**src/rtl/phy_init_pkg.sv**
```systemverilog
package phy_init_pkg;
  localparam int REG_W     = 32;
  localparam int START_BIT = 31;
  localparam int SLOW_BIT  = 29;
  localparam int SDIO_BIT  = 28;
  localparam int NUM_PH    = 4;

  // Timed phases in the order they run; the tail is always last.
  typedef enum logic [2:0] {
    PH_IDLE = 3'd0,
    PH_EN   = 3'd1,
    PH_GAP  = 3'd2,
    PH_RST  = 3'd3,
    PH_WAIT = 3'd4,
    PH_TAIL = 3'd5
  } phase_e;

  // Field slot in the control word for each timed phase index
  // (0 enable, 1 gap, 2 reset, 3 wait). Slot k sits at bits k*FIELD_W.
  function automatic int field_slot(int p);
    case (p)
      0:       return 2;
      1:       return 1;
      2:       return 0;
      default: return 3;
    endcase
  endfunction
endpackage

```
**src/rtl/pis_ctrl_reg.sv**
```systemverilog
module pis_ctrl_reg
  import phy_init_pkg::*;
#(
  parameter int FIELD_W = 4
) (
  input  logic                      clk,
  input  logic                      rst_n,
  input  logic                      wr,
  input  logic [REG_W-1:0]          wdata,
  input  logic                      busy,
  output logic [REG_W-1:0]          rdata,
  output logic [NUM_PH*FIELD_W-1:0] fields
);
  localparam int NF = NUM_PH * FIELD_W;

  logic [NF-1:0] fields_q, fields_d;
  logic [1:0]    mode_q, mode_d;
  logic          unused_bits;

  assign unused_bits = ^{wdata[REG_W-2], wdata[SDIO_BIT-1:NF]};

  always_comb begin
    fields_d = fields_q;
    mode_d   = mode_q;
    if (wr) begin
      fields_d = wdata[NF-1:0];
      mode_d   = {wdata[SLOW_BIT], wdata[SDIO_BIT]};
    end
  end

  always_ff @(posedge clk or negedge rst_n) begin
    if (!rst_n) begin
      fields_q <= '0;
      mode_q   <= '0;
    end else if (wr) begin
      fields_q <= fields_d;
      mode_q   <= mode_d;
    end
  end

  always_comb begin
    rdata            = '0;
    rdata[NF-1:0]    = fields_q;
    rdata[SDIO_BIT]  = mode_q[0];
    rdata[SLOW_BIT]  = mode_q[1];
    rdata[START_BIT] = busy;
  end

  assign fields = fields_q;
endmodule

```
**src/rtl/pis_phase_pick.sv**
```systemverilog
module pis_phase_pick
  import phy_init_pkg::*;
#(
  parameter int FIELD_W     = 4,
  parameter int CNT_W       = 4,
  parameter int TAIL_CYCLES = 8
) (
  input  logic [2:0]                       from_ph,
  input  logic [NUM_PH-1:0][FIELD_W-1:0]   lens,
  output phase_e                           ph,
  output logic [CNT_W-1:0]                 load
);
  // First phase at or after from_ph whose length is non-zero; tail otherwise.
  always_comb begin
    ph   = PH_TAIL;
    load = CNT_W'(TAIL_CYCLES - 1);
    for (int i = NUM_PH - 1; i >= 0; i--) begin
      if ((i + 1) >= int'(from_ph) && lens[i] != '0) begin
        ph   = phase_e'(3'(i + 1));
        load = CNT_W'(lens[i]) - CNT_W'(1);
      end
    end
  end
endmodule

```
**src/rtl/pis_phase_seq.sv**
```systemverilog
module pis_phase_seq
  import phy_init_pkg::*;
#(
  parameter int FIELD_W     = 4,
  parameter int TAIL_CYCLES = 8
) (
  input  logic                      clk,
  input  logic                      rst_n,
  input  logic                      start_req,
  input  logic [NUM_PH*FIELD_W-1:0] start_fields,
  output logic                      busy,
  output logic                      sync_en,
  output logic                      sync_rst
);
  localparam int CNT_W = ($clog2(TAIL_CYCLES) > FIELD_W) ? $clog2(TAIL_CYCLES) : FIELD_W;

  logic [NUM_PH-1:0][FIELD_W-1:0] new_lens, lat_q, lat_d;
  phase_e                         ph_q, ph_d, first_ph, next_ph;
  logic [CNT_W-1:0]               cnt_q, cnt_d, first_ld, next_ld;
  logic [2:0]                     next_from;
  logic                           idle, accept, state_en;

  for (genvar p = 0; p < NUM_PH; p++) begin : g_map
    assign new_lens[p] = start_fields[field_slot(p)*FIELD_W +: FIELD_W];
  end

  assign next_from = 3'(ph_q) + 3'd1;

  pis_phase_pick #(.FIELD_W(FIELD_W), .CNT_W(CNT_W), .TAIL_CYCLES(TAIL_CYCLES)) u_first (
    .from_ph (3'd1),
    .lens    (new_lens),
    .ph      (first_ph),
    .load    (first_ld)
  );

  pis_phase_pick #(.FIELD_W(FIELD_W), .CNT_W(CNT_W), .TAIL_CYCLES(TAIL_CYCLES)) u_next (
    .from_ph (next_from),
    .lens    (lat_q),
    .ph      (next_ph),
    .load    (next_ld)
  );

  assign idle     = (ph_q == PH_IDLE);
  assign accept   = idle && start_req;
  assign state_en = accept || !idle;

  always_comb begin
    ph_d  = ph_q;
    cnt_d = cnt_q;
    lat_d = lat_q;
    if (idle) begin
      if (start_req) begin
        ph_d  = first_ph;
        cnt_d = first_ld;
        lat_d = new_lens;
      end
    end else if (cnt_q == '0) begin
      if (ph_q == PH_TAIL) begin
        ph_d = PH_IDLE;
      end else begin
        ph_d  = next_ph;
        cnt_d = next_ld;
      end
    end else begin
      cnt_d = cnt_q - CNT_W'(1);
    end
  end

  always_ff @(posedge clk or negedge rst_n) begin
    if (!rst_n) begin
      ph_q  <= PH_IDLE;
      cnt_q <= '0;
      lat_q <= '0;
    end else if (state_en) begin
      ph_q  <= ph_d;
      cnt_q <= cnt_d;
      lat_q <= lat_d;
    end
  end

  assign busy     = !idle;
  assign sync_en  = (ph_q == PH_EN);
  assign sync_rst = (ph_q == PH_RST);
endmodule

```
**src/rtl/phy_init_seq.sv**
```systemverilog
module phy_init_seq
  import phy_init_pkg::*;
#(
  parameter int FIELD_W     = 4,
  parameter int TAIL_CYCLES = 8
) (
  input  logic             clk,
  input  logic             rst_n,
  input  logic             reg_wr,
  input  logic [REG_W-1:0] reg_wdata,
  output logic [REG_W-1:0] reg_rdata,
  output logic             sync_en,
  output logic             sync_rst
);
  localparam int NF = NUM_PH * FIELD_W;

  logic          busy;
  logic [NF-1:0] stored_fields;
  logic          unused_stored;

  assign unused_stored = ^stored_fields;

  pis_ctrl_reg #(.FIELD_W(FIELD_W)) u_reg (
    .clk    (clk),
    .rst_n  (rst_n),
    .wr     (reg_wr),
    .wdata  (reg_wdata),
    .busy   (busy),
    .rdata  (reg_rdata),
    .fields (stored_fields)
  );

  pis_phase_seq #(.FIELD_W(FIELD_W), .TAIL_CYCLES(TAIL_CYCLES)) u_seq (
    .clk          (clk),
    .rst_n        (rst_n),
    .start_req    (reg_wr && reg_wdata[START_BIT]),
    .start_fields (reg_wdata[NF-1:0]),
    .busy         (busy),
    .sync_en      (sync_en),
    .sync_rst     (sync_rst)
  );
endmodule

```
**config.mk**
```make
export PLATFORM = sky130hd
export DESIGN_NAME = phy_init_seq
export DESIGN_NICKNAME = d
export VERILOG_FILES = /design/src/rtl/phy_init_pkg.sv /design/src/rtl/pis_ctrl_reg.sv /design/src/rtl/pis_phase_pick.sv /design/src/rtl/pis_phase_seq.sv /design/src/rtl/phy_init_seq.sv
export SDC_FILE = /design/constraint.sdc
export NUM_CORES = 1
export LEC_CHECK = 0
export BUFFER_PORTS_ARGS = -buffer_cell sky130_fd_sc_hd__buf_2
export CORE_ASPECT_RATIO = 0.6
export CORE_MARGIN = 4
export CORE_UTILIZATION = 45
export DETAILED_ROUTE_END_ITERATION = 16
export GPL_ROUTABILITY_DRIVEN = 1
export PLACE_DENSITY = 0.71
export SLEW_MARGIN = 40
export SYNTH_ARGS = -nofsm -noshare
export SYNTH_HDL_FRONTEND = slang
export SYNTH_HIERARCHICAL = 1
export SYNTH_SLANG_ARGS = --single-unit
```
**constraint.sdc**
```tcl
create_clock -name clk -period 4.3 [get_ports clk]
set_clock_uncertainty 0.05 [all_clocks]
set_input_delay 0.215 -clock clk [delete_from_list [all_inputs] [get_ports clk]]
set_output_delay 0.215 -clock clk [all_outputs]
set_load 0.005 [all_outputs]
```
# Word level (Yosys, flattened, before mapping)
# Cells that the tools add are included.
# totals
out_inout_bits,34
wordCells,73
regBits,41
# op_classes
n_mux,24
n_eq_ne,5
add_sub_neg,10
reduce_logical,22
n_lt_le_gt_ge,4
# ops
cell,count
2-to-1 mux 4 bit,12
"subtractor 4 x 1 -> 4 bit, second input constant",9
nonzero test 4 bit,8
2-to-1 mux 3 bit,10
AND reduction 3 bit,3
"greater-or-equal comparator 2 x 3 -> 1 bit, first input constant",2
logical AND 1 bit,6
zero test 4 bit,1
"adder 3 x 1 -> 3 bit, second input constant",1
"equality test 3 x 1 -> 1 bit, second input constant",1
"equality test 3 x 2 -> 1 bit, second input constant",1
"equality test 3 bit, second input constant",1
"greater-or-equal comparator 1 x 3 -> 1 bit, first input constant",1
"greater-or-equal comparator 3 bit, first input constant",1
zero test 3 bit,1
"!= test 3 x 2 -> 1 bit, second input constant",1
2-to-1 mux 1 bit,2
"!= test 2 x 1 -> 1 bit, second input constant",1
nonzero test 2 bit,1
zero test 1 bit,1
logical OR 1 bit,1

# Depth between registers and ports, before layout
# logic_depth
ltp_word,10
mapped_depth,11
mapped_depth_nobuf,10

# Cells and area by module
# Netlist, hierarchy kept.
# modules_own_cells
mod,cells_each,seq_area_each_um2,area_per_inst_um2,n_inst
pis_phase_seq,99,575.6,1196.1,1
pis_ctrl_reg,69,450.4,950.9,1
pis_phase_pick,54,0.0,400.4,2
phy_init_seq,1,0.0,6.3,1

# Worst setup path before layout
# OpenSTA, ideal clock, no wires.
# synth_path
kind,register -> register
from,register u_seq.ph_q[0]
to,register u_seq.cnt_q[0]
path_stages_with_launch,12
setup_ps,66
required_time_ps,4184
arrival_time_ps,2419
setup_slack_ps,1765
n_path_buf,1
cell_sequence,dfrtp_1 -> ha_1 -> ha_1 -> inv_1 -> buf_6 -> nor3b_2 -> o32a_2 -> a221o_1 -> o221ai_1 -> or4bb_2 -> o221ai_1 -> a22o_1
# synth_via
elab_chain_len,10
elab_cells_between_ends,24
# synth_lines
item,line_no,rtl
from (decl),pis_phase_seq.sv:18,"phase_e ph_q, ph_d, first_ph, next_ph;"
from (signal assigned),pis_phase_seq.sv:75,ph_q <= ph_d;
adder 3 x 1 -> 3 bit *,pis_phase_seq.sv:27,assign next_from = 3'(ph_q) + 3'd1;
net u_seq.next_from[2],pis_phase_seq.sv:20,logic [2:0] next_from;
greater-or-equal comparator 3 bit,pis_phase_pick.sv:18,if ((i + 1) >= int'(from_ph) && lens[i] != '0) begin
logical AND 1 bit,pis_phase_pick.sv:18,
2-to-1 mux 4 bit (3 in series),pis_phase_pick.sv:18,
2-to-1 mux 4 bit *,pis_phase_pick.sv:18,
net u_seq.next_ld[0],pis_phase_seq.sv:19,"logic [CNT_W-1:0] cnt_q, cnt_d, first_ld, next_ld;"
2-to-1 mux 4 bit *,pis_phase_seq.sv:58,if (ph_q == PH_TAIL) begin
2-to-1 mux 4 bit *,pis_phase_seq.sv:57,end else if (cnt_q == '0) begin
2-to-1 mux 4 bit *,pis_phase_seq.sv:51,if (idle) begin
to (signal assigned),pis_phase_seq.sv:76,cnt_q <= cnt_d;
to (decl),pis_phase_seq.sv:19,
# Mark *: on every way through the listed nets, which the timed path passes. The rest lies on a longest branch. The select of a mux whose other input is x is not followed.
# A chain may end at the register's enable or synchronous reset.

# Worst setup path after layout
# layout_path
from,register u_seq.ph_q[0]
to,register u_seq.cnt_q[1]
# Same word-level chain as after synthesis.

==> reports/summary.txt <==
outcome: finished, final reports clean
die area: 7970 sq um
die width: 113 um
Hold Crit Depth: 2
Clk pin slew, worst setup/hold paths: 0.08 ns
vias in the first global route: 2016
placed cell areas: 3030 sq um
Synth Flop Type: dfrtp_1
slowest CP cell: o32ai_1
# setup viols final: 0
largest net degree at the start of global routing: 42
initial DRC count: 116
Die Height: 70.8 um
WL per Instance: 16.5 um
number of setup buffers added after CTS: 0
Pleak: 1.48 nW
IO buf count: 42
Synth Instances: 277
Fillers: 593
initial antenna violation count: 0
Hold Vio Cnt, Final: 0
share of the synthesized area in the top cell type: 34.7%
All-Layer GR Usage: 15.8%
Synth async-reset ratio: 100%
Crit path required time: 4.43 ns
DRT Pass-1 Iters: 4
CTS buffer count: 5
Crit Path Category: flop to flop
worst vdd ir: 0.274 mV
worst path cell trace: ha_1 -> ha_1 -> inv_1 -> o32ai_1 -> a221o_1 -> o221ai_1 -> or3_1 -> a32o_1
crit start category: flop
placed cell count: 382
crit path DAT: 2.93 ns
final hold slack: 0.109 ns
site row count: 22
Comb power frac: 51.8%
Core Area: 6250 sq um
CTS sink count: 41
Unique masters post-synth: 52
DRC violations left: 0
share of cells above drive strength 1: 32.0%
sw power: 0.000800 W
RSZ-0062 raised after global routing: no
CP max FO: 8
setup_tns: 0 ns
Hold WC Path Type: input port to flop
fin crit share: 65.0%
Clock Latency Late Sink: 0.29 ns
sequential area share after synthesis: 34.7%
n_diodes: 0
Pwr Density: 630 nW/um^2
FF/Latch Area: 1030 sq um
Synth Cell Area: 2950 sq um
Sw Share: 40.4%
Detail Placement HPWL: 4880 um
GPL Wtd Cong: 0.837
commonest cells after routing, fill and taps aside: 41 x buf_2, 41 x dfrtp_1, 25 x inv_1, 24 x mux2_2, 20 x conb_1
Layout Cells excl Fill: 390
H-tree levels: 2
clock share of power: 15.2%
GR Overflow Total: 0
Final #Nets: 354
Max Transition Viols Final: 0
P_int: 0.00118 W
Top Ports: 69
CTS tree: done
critical path's most frequent cell: ha_1
largest area contributor in the netlist: dfrtp_1
critical path capture point type: flop
slowest cell delay on critical path: 0.61 ns
Worst Tran Pin Value: 0.706 ns
Via density: 5.41
final instance area: 3140 sq um
achievable frequency: 358 MHz
Clock Root Buffer: clkbuf_8
yosys synthesis warning count: 6
Routed WL: 6430 um
area of the multi-input gates: 1570 sq um
Slew headroom: 52.8%
share of power burned in registers: 33.0%
Clock Path Buffers: 2
max cap viols: 0
Layout area overhead: 6.44%
ranking of synthesized cells by area: dfrtp_1 35%, mux2_2 9.1%, buf_4 7.6%
Mean Syn Cell Area: 10.7 sq um
first-pass GRT wire length: 10200 um
Synth Register Bits: 41
Period minus WS final: 2.79 ns
Initial Utilization: 47.3%
ANT nets after route: 0
EDFF count, synth: 0
Worst R2R Path Depth: 8
via count: 2110
==> cells in the mapped netlist, types with 3 or more instances <==
master	instances
a221o_1	6
buf_4	30
buf_6	3
clkinv_1	3
conb_1	3
dfrtp_1	41
ha_1	13
inv_1	25
mux2_2	24
mux2_4	10
mux2i_1	4
nand2_1	7
nor2_1	10
nor2b_1	5
nor3_1	9
nor3b_1	4
nor3b_2	5
o21ai_0	6
o221ai_1	7
o31ai_1	3
xnor2_1	4
xor2_1	10
==> layout make-up <==
class,count,share of cell area [%]
timing repair buffer,44,7.44
multi-input combinational,186,49.9
clock buffer,5,2.19
sequential,41,32.6
inverter,28,3.34
clock inverter,2,1.11
tap,84,3.34
==> flip-flops by register name, indices dropped and copies added, names as in the netlist <==
register      count
u_seq/ph_q        3
u_reg/mode_q      2
u_seq/cnt_q       4
u_seq/lat_q      16
u_reg/fields     16
==> metrics by stage <==
stage	utilization, %	power (W)	setup slack [ns]
global placement	48.3	0.00162	1.61
global route	50.3	0.00213	1.44
CTS	50.3	0.00197	1.56
detailed placement	48.5	0.00166	1.58
floorplan	-	0.00147	1.77
finish	50.3	0.00198	1.51
==> power by group through the flow <==
stage               combinational [W]  sequential [W]  clock, W
CTS                           0.00101        0.000652  0.000313
global placement             0.000969        0.000651         0
detailed placement            0.00100        0.000658         0
finish                        0.00102        0.000654  0.000301
floorplan                    0.000847        0.000619         0
global route                  0.00112        0.000673  0.000334
==> repair_timing <==
| item | 4_1_cts | 5_1_grt |
|---|---|---|
| resized for setup | 0 | 0 |
| endpoints found under the hold margin | 41 | 0 |
| hold buffers | 1 | 0 |
==> cell families (layout without fill, tap and decap cells) <==
| logic type | Yosys count | after routing | share of synthesized area, % |
|---|---|---|---|
| compound gates | 48 | 48 | 13.4 |
| flops | 41 | 41 | 34.7 |
| buf+inv | 67 | 79 | 14.3 |
| xor+xnor | 14 | 14 | 4.15 |
| mux | 40 | 40 | 16.3 |
| other cells | 3 | 20 | 0.381 |
| fa+ha+maj | 13 | 13 | 5.51 |
| simple gates | 51 | 51 | 11.2 |
==> worst max-delay path: cells and delay by family (launching register included) <==
kind            cells  cell delay [ns]
compound gates      4             1.23
fa+ha+maj           2             0.48
flops               1             0.43
simple gates        1             0.38
buf+inv             1             0.11
==> routing by layer <==
metal	GRT usage, %	part of all wire, %	vias to the layer above
li1	-	-	1002
met1	24.1	52	1050
met2	23.1	43	58
met3	4.19	5.7	0
met4	1.87	0	0
met5	0	0	-
==> final timing paths <==
kind                                         startpoint                      endpoint  slack (ns)
max                           u_seq/ph_q[0]$_DFFE_PN0P_    u_seq/cnt_q[1]$_DFFE_PN0P_        1.51
min                                       reg_wdata[28]   u_reg/mode_q[0]$_DFFE_PN0P_        0.11
max reg2reg                   u_seq/ph_q[0]$_DFFE_PN0P_    u_seq/cnt_q[1]$_DFFE_PN0P_        1.51
min reg2reg                u_reg/fields[12]$_DFFE_PN0P_  u_reg/fields[12]$_DFFE_PN0P_        0.46
max in group asynchronous                         rst_n   u_seq/lat_q[13]$_DFFE_PN0P_        3.43
min in group asynchronous                         rst_n    u_seq/cnt_q[0]$_DFFE_PN0P_        0.39
No activity file was read; power rests on OpenSTA's default activity.
